===== src/rtl/sdes7_pkg.sv =====
package sdes7_pkg;
  localparam int DEF_LANES       = 4;
  localparam int DEF_SLOTS       = 7;
  localparam int DEF_STOP_FRAMES = 2;

  // first phase value at which the word clock is high: low for floor(S/2) slots
  function automatic int wclk_high_from(input int slots);
    return slots / 2;
  endfunction
endpackage


===== src/rtl/sdes7_lane.sv =====
module sdes7_lane #(
  parameter int SLOTS = sdes7_pkg::DEF_SLOTS
) (
  input  logic             clk,
  input  logic             rst,
  input  logic             din,
  output logic [SLOTS-1:0] slots
);
  logic d_q;

  // newest sample enters at the top; after SLOTS shifts slots[0] is the oldest
  always_ff @(posedge clk) begin
    if (rst) begin
      d_q   <= 1'b0;
      slots <= '0;
    end else begin
      d_q   <= din;
      slots <= {d_q, slots[SLOTS-1:1]};
    end
  end
endmodule


===== src/rtl/sdes7_frame.sv =====
module sdes7_frame #(
  parameter int SLOTS       = sdes7_pkg::DEF_SLOTS,
  parameter int STOP_FRAMES = sdes7_pkg::DEF_STOP_FRAMES,
  parameter int PH_W        = $clog2(SLOTS)
) (
  input  logic            clk,
  input  logic            rst,
  input  logic            pd_n,
  input  logic            fclk_in,
  output logic            capture,
  output logic            stopped,
  output logic [PH_W-1:0] ph
);
  localparam int STOP_CYC = SLOTS * STOP_FRAMES;
  localparam int GAP_W    = $clog2(STOP_CYC + 1);

  logic             ck_q;
  logic             ck_prev;
  logic             armed;
  logic [GAP_W-1:0] gap;
  logic             frame_edge;

  assign frame_edge = ck_q & ~ck_prev;
  assign stopped    = (gap == GAP_W'(STOP_CYC));
  assign capture    = frame_edge & armed & ~stopped;

  always_ff @(posedge clk) begin
    if (rst) begin
      ck_q    <= 1'b0;
      ck_prev <= 1'b0;
      gap     <= '0;
      ph      <= '0;
      armed   <= 1'b0;
    end else begin
      ck_q    <= fclk_in;
      ck_prev <= ck_q;
      if (frame_edge)   gap <= '0;
      else if (!stopped) gap <= gap + GAP_W'(1);
      if (frame_edge)                      ph <= PH_W'(1);
      else if (ph != PH_W'(SLOTS - 1))     ph <= ph + PH_W'(1);
      armed <= pd_n & (frame_edge | (armed & ~stopped));
    end
  end

  // a frame edge always restarts the stop timer
  p_edge_clears_stop_r7: assert property (@(posedge clk) disable iff (rst)
    frame_edge |=> !stopped);

  // the capture path becomes armed only through a frame edge
  p_arm_needs_edge_r8: assert property (@(posedge clk) disable iff (rst)
    $rose(armed) |-> $past(frame_edge));
endmodule


===== src/rtl/sdes7_out.sv =====
module sdes7_out #(
  parameter int WORD_W = sdes7_pkg::DEF_LANES * sdes7_pkg::DEF_SLOTS,
  parameter int SLOTS  = sdes7_pkg::DEF_SLOTS,
  parameter int PH_W   = $clog2(SLOTS)
) (
  input  logic              clk,
  input  logic              rst,
  input  logic              pd_n,
  input  logic              capture,
  input  logic              stopped,
  input  logic [PH_W-1:0]   ph,
  input  logic [WORD_W-1:0] word_in,
  output logic [WORD_W-1:0] word_out,
  output logic              word_clk
);
  localparam int HIGH_FROM = sdes7_pkg::wclk_high_from(SLOTS);

  always_ff @(posedge clk) begin
    if (rst) begin
      word_out <= '0;
      word_clk <= 1'b0;
    end else if (!pd_n) begin
      word_out <= '0;
      word_clk <= 1'b0;
    end else if (capture) begin
      word_out <= word_in;
      word_clk <= 1'b0;
    end else if (stopped) begin
      word_clk <= 1'b1;
    end else begin
      word_clk <= (ph >= PH_W'(HIGH_FROM));
    end
  end

  // power-down drives every output low on the next edge
  p_pd_low_r5: assert property (@(posedge clk) disable iff (rst)
    !pd_n |=> (word_out == '0) && !word_clk);

  // the word only moves on a capture
  p_quiet_r3: assert property (@(posedge clk) disable iff (rst)
    (pd_n && !capture) |=> $stable(word_out));

  // loading a word pulls the word clock low
  p_wclk_fall_r4: assert property (@(posedge clk) disable iff (rst)
    (pd_n && capture) |=> !word_clk);

  // stopped clock lane parks the word clock high
  p_wclk_stop_r7: assert property (@(posedge clk) disable iff (rst)
    (pd_n && stopped && !capture) |=> word_clk);
endmodule


===== src/rtl/sdes7_rx.sv =====
module sdes7_rx #(
  parameter int LANES       = sdes7_pkg::DEF_LANES,
  parameter int SLOTS       = sdes7_pkg::DEF_SLOTS,
  parameter int STOP_FRAMES = sdes7_pkg::DEF_STOP_FRAMES
) (
  input  logic                   clk,
  input  logic                   rst,
  input  logic                   pd_n,
  input  logic                   fclk_in,
  input  logic [LANES-1:0]       lane_in,
  output logic [LANES*SLOTS-1:0] word_out,
  output logic                   word_clk
);
  localparam int WORD_W = LANES * SLOTS;
  localparam int PH_W   = $clog2(SLOTS);

  logic [WORD_W-1:0] word_asm;
  logic              capture;
  logic              stopped;
  logic [PH_W-1:0]   ph;

  for (genvar k = 0; k < LANES; k++) begin : g_lane
    logic [SLOTS-1:0] slots;
    sdes7_lane #(.SLOTS(SLOTS)) u_lane (
      .clk   (clk),
      .rst   (rst),
      .din   (lane_in[k]),
      .slots (slots)
    );
    // lane k, slot j -> bit k*SLOTS + j
    assign word_asm[k*SLOTS +: SLOTS] = slots;
  end

  sdes7_frame #(.SLOTS(SLOTS), .STOP_FRAMES(STOP_FRAMES), .PH_W(PH_W)) u_frame (
    .clk     (clk),
    .rst     (rst),
    .pd_n    (pd_n),
    .fclk_in (fclk_in),
    .capture (capture),
    .stopped (stopped),
    .ph      (ph)
  );

  sdes7_out #(.WORD_W(WORD_W), .SLOTS(SLOTS), .PH_W(PH_W)) u_out (
    .clk      (clk),
    .rst      (rst),
    .pd_n     (pd_n),
    .capture  (capture),
    .stopped  (stopped),
    .ph       (ph),
    .word_in  (word_asm),
    .word_out (word_out),
    .word_clk (word_clk)
  );
endmodule


===== config.mk =====
export PLATFORM = sky130hd
export DESIGN_NAME = sdes7_rx
export DESIGN_NICKNAME = d
export VERILOG_FILES = /design/src/rtl/sdes7_pkg.sv /design/src/rtl/sdes7_lane.sv /design/src/rtl/sdes7_frame.sv /design/src/rtl/sdes7_out.sv /design/src/rtl/sdes7_rx.sv
export SDC_FILE = /design/constraint.sdc
export NUM_CORES = 1
export LEC_CHECK = 0
export BUFFER_PORTS_ARGS = -buffer_cell sky130_fd_sc_hd__buf_4
export CAP_MARGIN = 20
export CORE_UTILIZATION = 24
export DETAILED_ROUTE_END_ITERATION = 10
export GPL_ROUTABILITY_DRIVEN = 0
export PLACE_DENSITY = 0.39
export SLEW_MARGIN = 20
export SYNTH_ARGS = -nofsm -noshare
export SYNTH_HDL_FRONTEND = slang
export SYNTH_SLANG_ARGS = --single-unit

===== constraint.sdc =====
create_clock -name clk -period 2.4 [get_ports clk]
set_clock_uncertainty 0.1 [all_clocks]
set_input_delay 0 -clock clk [delete_from_list [all_inputs] [get_ports clk]]
set_output_delay 0 -clock clk [all_outputs]
set_load 0.03 [all_outputs]

==> results of run 1 <==
-- cell type report --
| class | instances | area share [%] |
|---|---|---|
| flip-flops and latches | 71 | 45.5 |
| repair buffers | 52 | 13.3 |
| clock inverters | 5 | 2.60 |
| multi-input cells | 153 | 28.5 |
| inverters | 3 | 0.360 |
| clock buffers | 11 | 4.52 |
| well taps | 133 | 5.32 |
-- registers in the layout (all words and copies together) (netlist names) --
name                 cells
g_lane.u_lane.slots     28
u_frame.ph               3
u_frame.armed            1
u_frame.ck_q             1
u_frame.ck_prev          1
g_lane.u_lane.d_q        4
u_out.word_clk           1
u_frame.gap              4
u_out.word_out          28
-- metal layers --
metal / GRT usage (%) / vias up / routed length [µm]
li1: - / 921 / -
met1: 13.4 / 867 / 2620
met2: 17.4 / 30 / 2420
met3: 3.56 / 6 / 179
met4: 5.60 / 0 / 84
met5: 0 / - / 0
-- cells in the mapped netlist --
cell type / n / area, µm²
a2111oi_2: 1 / 15.0
a211oi_1: 3 / 22.5
a211oi_2: 1 / 12.5
a21oi_1: 33 / 165
a31oi_1: 1 / 6.26
and3_4: 1 / 11.3
and3b_1: 1 / 8.76
buf_2: 5 / 25.0
buf_4: 2 / 15.0
buf_6: 2 / 22.5
clkbuf_1: 8 / 30.0
dfxtp_1: 71 / 1420
ha_1: 5 / 62.6
inv_1: 3 / 11.3
nand2_1: 5 / 18.8
nand2b_1: 3 / 18.8
nand3_1: 29 / 145
nand3_2: 1 / 10.0
nand3b_2: 1 / 11.3
nor2_1: 4 / 15.0
nor2b_1: 34 / 213
nor3_1: 1 / 5.00
o21ai_0: 25 / 125
o21ai_1: 3 / 15.0
xnor2_1: 1 / 8.76
-- tightest hold or removal path, delay by kind of cell --
kind / cells / cell delay [ns]
AOI/OAI and AO/OA: 1 / 0.14
buffers and inverters: 2 / 0.31
and+or+nand+nor: 1 / 0.04
-- per-stage QoR --
stage / instances / utilization, %
finish: 428 / 32.0
global route: 428 / 32.0
CTS: 428 / 32.0
detailed placement: 402 / 28.7
global placement: 402 / 28.7
floorplan: 244 / -
-- kinds of logic (layout without fill, tap and decap cells) --
family | Yosys count | count (layout) | share of synthesized area, %
AND/OR/NAND/NOR | 80 | 80 | 18.9
AO/OA/AOI/OAI | 67 | 67 | 15.0
buffers and inverters | 20 | 71 | 4.30
adder cells (fa/ha/maj) | 5 | 5 | 2.59
XOR/XNOR | 1 | 1 | 0.363
flip-flops | 71 | 71 | 58.9
-- worst min path at each step --
stage,from,to,depth (start not counted)
global route,pd_n,u_out.word_out[21],4
detailed placement,lane_in[3],g_lane[3].u_lane.d_q,2
finish,pd_n,u_out.word_out[17],4
global placement,lane_in[0],g_lane[0].u_lane.d_q,2
CTS,pd_n,u_out.word_out[15],4
floorplan,rst,g_lane[1].u_lane.d_q,1
-- power by group through the flow --
| stage | Sequential [µW] | Clock [µW] | Combinational, µW |
|---|---|---|---|
| after global placement | 1240 | 0 | 72.7 |
| after CTS | 1210 | 1100 | 85.6 |
| after floorplan | 1240 | 0 | 46.6 |
| after global routing | 1220 | 1140 | 93.5 |
| final | 1210 | 1070 | 83.9 |
| after detailed placement | 1240 | 0 | 73.2 |
==> impl_results.md, run 1 <==
- # rows: 36
- R2R Setup Slk: 0.68 ns
- Fill count: 1,052
- Commonest non-fill, non-tap cell in the layout: dfxtp_1
- Root buffer cell: clkbuf_8
- Endpoint of the worst-slack reg-to-reg timing path: u_out.word_out[16]
- Drt via density: 4.26
- Highest Clock Rate: 581 MHz
- Post-route design area: 0.00313 mm²
- Synth Cell Area: 0.00241 mm²
- VDD IR max: 0.339 mV
- Max cap viols: 0
- Area post-placement: 0.00280 mm²
- Critical Path RT: 2.52 ns
- Worst path slowest cell: nand3_2
- CTS tree: done
- Critical path class: reg2reg
- PD cells: 757 mW/mm²
- Crit. End Element: flip-flop
- Number of global-route vias before repair: 1,755
- H-tree depth: 3
- Syn_nets: 257
- Clk buf depth: 2
- GRT Util Overall: 11.0%
- Leakage power: 0.00117 µW
- Ys Warns: 0
- Stages on worst setup path: 6
- CP top delay family: simple AND/OR/NAND/NOR gates
- Vias after detailed routing: 1,824
- Clock Latency Late Sink: 0.34 ns
- Switching power: 512 µW
- Crit path arrival time: 1.84 ns
- Reg power frac: 51.3%
- Area Growth Syn to Fin: 29.5%
- Period utilisation layout: 71.7%
- RR Startpoint: u_frame.gap[0]
- Slew Limit Fails: 0
- Fin Hold WS: 0.0914 ns
- R2r worst-path depth: 6
- Critical Path Source: u_frame.gap[0]
- Bufs and invs on worst path: 2
- Setup Fix Bufs, Post-CTS: 0
- Die H: 102 µm
- Avg Cell Area, Syn: 9.90 µm²
- Initial DRC count: 42
- DIE WIDTH: 102 µm
- Fin nets: 303
- Status: finished clean
- DRC viols: 0
- Crit-path max FO: 19
- Pre-CTS setup slack: 0.640 ns
- GRT Residual Overflow: 0
- Switching fraction of total power: 21.6%
- Crit path cell chain: inv_1, ha_1, nand3_2, buf_4, nand3_1, a21oi_1
- Post-synth cell types: 25
- Routed wire length: 5300 µm
- HP Class: in2reg
- Slowest stage delay, CP: 0.36 ns
- Layout cell share with drive strength beyond 1: 21.0%
- Slew @ Worst Pin: 0.626 ns
- Cts bufs inserted: 9
- Largest net degree at the start of global routing: 31
- Worst Setup EP: u_out.word_out[16]
- Unrepaired setup endpoints after global routing: false
- Core area: 0.00977 mm²
- Post-route ant nets: 0
- Routed WL per cell: 12.4 µm
- Mapped Cells: 244
- Die area: 0.0105 mm²
- Combinational cell fraction of total power: 3.5%
- ANT cells: 0
- Final worst slack: 0.678 ns
- Clock power frac: 45.2%
- CTS-repair resized insts: 0
- Initial antenna violation count: 0
- Register area share after synthesis: 58.9%
- P_int: 1850 µW
- Hold Vio Cnt, Final: 0
- Sum of negative setup slack: 0 ns
- Synth Register Bits: 71
- Num ports: 37
- First-pass GRT wire length: 8570 µm
- Final min period: 1.72 ns
- Power, Total: 2370 µW
- # setup viols final: 0
- Hold buffers post-CTS: 10
- Sink Count: 71
- DPL Wire Length: 3100 µm
- Multi-input gate area: 890 µm²
- Input/output buffers: 36
- Initial core utilization: 24.7%
- Setup crit start kind: flip-flop
- DRT Pass-1 Iters: 4
- Register area: 0.00142 mm²
- CTS clk-pin slew, worst paths: 0.08 ns
- Slew headroom: 58.1%
- Most frequent cells in the layout: dfxtp_1, buf_4, nor2b_1
(Power assumes the default switching activity.)
==> run 2: changes to the inputs <==
- PLACE_DENSITY: 0.39 -> 0.41
- clock period: 2.4 -> 1.39 ns (I/O delays scaled with it)
==> impl_results.md, run 2 (same netlist as run 1, synthesis figures left out) <==
- Routed wire length: 5080 µm (-4.2%)
- Final min period: 1.36 ns (-0.359 ns)
- Critical path class: reg2reg
- Fin Hold WS: 0.0403 ns (-0.0511 ns)
- Layout cell share with drive strength beyond 1: 26.1% (+5.1 points)
- VDD IR max: 0.556 mV (+64%)
- Crit-path max FO: 14 (-5)
- Drt via density: 4.20 (-1.5%)
- Crit path arrival time: 1.48 ns (-0.36 ns)
- Status: finished clean
- H-tree depth: 3 (unchanged)
- Fin nets: 311 (+2.6%)
- Hold Vio Cnt, Final: 0 (unchanged)
- Num ports: 37 (unchanged)
- DRT Pass-1 Iters: 4 (unchanged)
- Regs by FF count: g_lane.u_lane.slots: 28 flops, u_out.word_out: 28 flops
- Bufs and invs on worst path: 2 (unchanged)
- Worst path slowest cell: dfxtp_2
- Period utilisation layout: 98.0% (+26 points)
- Slew Limit Fails: 0 (unchanged)
- Critical Path RT: 1.51 ns (-1.01 ns)
- DPL Wire Length: 3320 µm (+7.2%)
- # rows: 36 (unchanged)
- Fill count: 1,039 (-1.2%)
- GRT Residual Overflow: 0 (unchanged)
- Initial antenna violation count: 0 (unchanged)
- Commonest non-fill, non-tap cell in the layout: dfxtp_1
- Most frequent cells in the layout: dfxtp_1, buf_4, nor2b_1
- Slowest stage delay, CP: 0.34 ns (-0.02 ns)
- Slew @ Worst Pin: 0.285 ns (-0.340 ns)
- Initial core utilization: 24.7% (unchanged)
- CP top delay family: flip-flops
- Routed WL per cell: 11.7 µm (-5.9%)
- PD cells: 1250 mW/mm² (+65%)
- CTS tree: done
- Clock Latency Late Sink: 0.34 ns (about the same)
- First-pass GRT wire length: 8470 µm (-1.1%)
- Largest net degree at the start of global routing: 31 (unchanged)
- Highest Clock Rate: 734 MHz (+26%)
- Leakage power: 0.00124 µW (+5.9%)
- Max cap viols: 0 (unchanged)
- Root buffer cell: clkbuf_8
- Unrepaired setup endpoints after global routing: true
- Register area: 0.00142 mm² (about the same)
- Slew headroom: 81.0% (+23 points)
- Die area: 0.0105 mm² (unchanged)
- Number of global-route vias before repair: 1,750 (-0.28%)
- DIE WIDTH: 102 µm (unchanged)
- CTS clk-pin slew, worst paths: 0.08 ns (about the same)
- Input/output buffers: 36 (unchanged)
- Core area: 0.00977 mm² (unchanged)
- # setup viols final: 0 (unchanged)
- Vias after detailed routing: 1,830 (+0.33%)
- Placed Cells incl. Taps: 412 (+2.5%)
- Crit path cell chain: inv_2, ha_4, and3_4, buf_12, a2111oi_4, a211oi_2
- Area Growth Syn to Fin: 35.8%
- Sink Count: 71 (unchanged)
- Crit. End Element: flip-flop
- Setup crit start kind: flip-flop
- Cts bufs inserted: 9 (unchanged)
- Multi-input gate area: 925 µm² (+3.9%)
- Setup Fix Bufs, Post-CTS: 0 (unchanged)
- ANT cells: 0 (unchanged)
- Die H: 102 µm (unchanged)
- Clk buf depth: 2 (unchanged)
- Initial DRC count: 60 (+43%)
- Post-route ant nets: 0 (unchanged)
- Filler-free cell count of the finished design: 436 (+1.9%)
- DRC viols: 0 (unchanged)
- HP Class: in2reg
- GRT Util Overall: 10.9% (-0.13 points)
[run 2: what timing repair did]
action / 4_1_cts / 5_1_grt
gates resized for setup: 2 / 23
endpoints found under the hold margin: 25 / 0
setup endpoints to repair: 1 / 25
hold buffers: 8 / 0
[run 2: cell type report]
class / count / share of cell area [%]
clock buffer: 10 / 4.20
timing repair buffer: 60 / 16.3
clock inverter: 6 / 2.56
sequential: 71 / 43.4
inverter: 3 / 0.343
tap: 133 / 5.07
multi-input combinational: 153 / 28.2
[run 2: final timing paths]
check / start / end / slack [ns] / cells past startpoint
worst max-delay path: u_frame.gap[0] / u_out.word_clk / 0.03 / 6
worst min-delay path: pd_n / u_out.word_out[25] / 0.04 / 4
worst max register to register: u_frame.gap[0] / u_out.word_clk / 0.03 / 6
worst min register to register: g_lane[2].u_lane.d_q / g_lane[2].u_lane.slots[6] / 0.34 / 1
[run 2: power breakdown]
part | switching [µW] | internal (µW)
registers | 20.0 | 2070
clock network | 764 | 1050
logic | 88.8 | 95.3
[run 2: layer usage]
metal | vias to the layer above | track usage [%] | share of wire, %
met5 | - | 0 | 0
met4 | 0 | 3.96 | 1.5
met3 | 5 | 4.51 | 3.8
met2 | 29 | 17.8 | 47
met1 | 851 | 12.8 | 48
li1 | 945 | - | -
[run 2: through the flow]
step	area [µm²]	setup WS, ns	total power (µW)	setup TNS (ns)	utilization [%]
after floorplan	2430	0.0293	2230	0	-
after global placement	2960	0.0201	2300	0	30.3
after detailed placement	2960	-0.00680	2300	-0.00680	30.3
after CTS	3270	0.0159	4170	0	33.4
after global routing	3280	-0.0459	4290	-0.117	33.6
final	3280	0.0273	4090	0	33.6
[run 2: worst reg2reg max path: cells and delay by family, from the launching register on]
family / cells / cell delay, ns
AO/OA/AOI/OAI: 2 / 0.26
adder cells (fa/ha/maj): 1 / 0.16
flip-flops: 1 / 0.34
AND/OR/NAND/NOR: 1 / 0.20
buffers and inverters: 2 / 0.20
==> run 3: changes to the inputs <==
- CORE_MARGIN: unset -> 2
- clock period: 1.39 -> 1.1 ns (I/O delays scaled with it)
==> impl_results.md, run 3 (same netlist as run 1, synthesis figures left out) <==
- Uppermost layer routed: met4
- Root buffer cell: clkbuf_8
- Commonest non-fill, non-tap cell in the layout: dfxtp_1
- Hold Path Sink: u_out.word_out[26]
- Leakage power: 0.00130 µW (+4.3%)
- DRC viols: 0 (unchanged)
- Post-route core utilization: 36.0% (+2.4 points)
- Clock Latency Late Sink: 0.34 ns (about the same)
- Final min period: 1.34 ns (-0.0195 ns)
- Area post-placement: 0.00297 mm² (+0.55%)
- # rows: 36 (unchanged)
- Slew headroom: 82.2% (+1.3 points)
- Sink Count: 71 (unchanged)
- Pre-CTS setup slack: -0.307 ns (-0.300 ns)
- DRT Pass-1 Iters: 4 (unchanged)
- Highest Clock Rate: 744 MHz (+1.4%)
- VDD IR max: 0.604 mV (+8.7%)
- Initial core utilization: 24.7% (unchanged)
- Fin Hold WS: 0.0339 ns (-0.00640 ns)
- HP Class: in2reg
- Num ports: 37 (unchanged)
- Crit-path max FO: 10 (-4)
- Combinational cell fraction of total power: 6.2% (+1.7 points)
- Met2 WL: 2660 µm (+11%)
- Cts bufs inserted: 9 (unchanged)
- # setup viols final: 35 (+35)
- Initial antenna violation count: 0 (unchanged)
- Setup crit start kind: flip-flop
- Layout cell share with drive strength beyond 1: 37.9% (+12 points)
- Post-route ant nets: 0 (unchanged)
- Min-delay src: pd_n
- P_int: 3820 µW (+19%)
- Hold Vio Cnt, Final: 0 (unchanged)
- Hold path depth: 4 (unchanged)
- Area Growth Syn to Fin: 45.6%
- Status: finished with violations
- Vias after detailed routing: 1,906 (+4.2%)
- Switching fraction of total power: 23.1% (+1.8 points)
- Final worst slack: -0.243 ns (-0.271 ns)
- Clock power frac: 40.6% (-3.8 points)
- Die area: 0.0109 mm² (+3.9%)
- CTS clk-pin slew, worst paths: 0.08 ns (about the same)
- Crit. End Element: flip-flop
- Largest net degree at the start of global routing: 31 (unchanged)
- Number of global-route vias before repair: 1,917 (+9.5%)
- CTS tree: done
- First-pass GRT wire length: 9750 µm (+15%)
- DPL Wire Length: 3210 µm (-3.2%)
- Clk buf depth: 2 (unchanged)
- Routed WL per cell: 13.0 µm (+11%)
- ANT cells: 0 (unchanged)
- Crit path arrival time: 1.48 ns (about the same)
- Routed wire length: 5740 µm (+13%)
- Initial DRC count: 75 (+25%)
- DIE WIDTH: 104 µm (+2.0%)
- Sum of negative setup slack: -7.41 ns (-7.41 ns)
- Failing checks: negative setup slack
- Drt via density: 4.31 (+2.7%)
- R2R Setup Slk: -0.24 ns (-0.27 ns)
- Switching power: 1150 µW (+32%)
- Met3 wire length: 204 µm (+6.3%)
- PD cells: 1410 mW/mm² (+13%)
- Unrepaired setup endpoints after global routing: true
- Critical Path RT: 1.24 ns (-0.27 ns)
- Reg power frac: 53.2% (+2.1 points)
- Input/output buffers: 36 (unchanged)
- Max cap viols: 0 (unchanged)
- GRT Residual Overflow: 0 (unchanged)
- M1 WL: 2740 µm (+13%)
- Fin nets: 318 (+2.3%)
- Period utilisation layout: 122% (+24 points)
- Critical path class: reg2reg
- Die H: 104 µm (+2.0%)
- Post-route design area: 0.00352 mm² (+7.2%)
- Slew @ Worst Pin: 0.267 ns (-0.0189 ns)
- Slew Limit Fails: 0 (unchanged)
- Regs by FF count: g_lane.u_lane.slots: 28 flops, u_out.word_out: 28 flops
- Most frequent cells in the layout: dfxtp_1, buf_4, nor2b_1
- Core area: 0.00977 mm² (unchanged)
- RR Startpoint: u_frame.gap[1]
- Endpoint of the worst-slack reg-to-reg timing path: u_out.word_out[17]
- GRT Util Overall: 11.4% (+0.55 points)
- R2r worst-path depth: 6 (unchanged)
- H-tree depth: 3 (unchanged)
run 3: cell count changes in the layout (fill, tap and decap cells not counted), moves of 4 or more:
cell	delta
o21ai_0	+4
buf_6	+4
ha_1	-4
nand3_1	-15
nand3_2	+14
run 3: final cells by class:
cell class,instances,area (µm²)
Fill cell,1020,6260
Sequential cell,71,1430
Multi-Input combinational cell,154,1100
Timing Repair Buffer,66,623
Tap cell,133,166
Clock buffer,10,128
Clock inverter,5,60.1
Inverter,3,13.8
run 3: worst max-delay path by stage:
stage                               endpoint      startpoint
final                     u_out.word_out[17]  u_frame.gap[1]
after global routing      u_out.word_out[17]  u_frame.gap[0]
after CTS                  u_out.word_out[7]  u_frame.gap[0]
after detailed placement  u_out.word_out[12]  u_frame.gap[0]
after global placement    u_out.word_out[11]  u_frame.gap[0]
after floorplan               u_out.word_clk  u_frame.gap[0]
run 3: layer usage:
metal / vias to the layer above / GRT usage (%)
met3: 9 / 3.01
met2: 35 / 18.5
li1: 966 / -
met5: - / 0
met4: 0 / 6.08
met1: 896 / 13.9
run 3: timing repair:
action / in CTS / in global routing
cloned: 3 / 0
hold buffers: 6 / 0
endpoints found under the setup margin: 35 / 37
setup buffers: 3 / 2
resized for setup: 28 / 19
endpoints found under the hold margin: 17 / 0
pin swaps: 10 / 3
run 3: critical path, cell delays in order (launching register included):
cell and delay (ns):
dfxtp_1 0.38, ha_4 0.17, buf_6 0.10, nand3_4 0.14, buf_8 0.20, nand3_1 0.08
a21oi_1 0.06
run 3: through the flow:
stage               cells  total power [µW]
finish                442              4970
global route          442              5160
detailed placement    414              2920
floorplan             244              2820
CTS                   441              5010
global placement      414              2920
run 3: power groups by stage:
stage,combinational [µW],clock [µW],sequential [µW]
after CTS,294,2080,2640
after floorplan,114,0,2710
after detailed placement,228,0,2700
final,308,2020,2640
after global placement,228,0,2700
after global routing,338,2180,2650
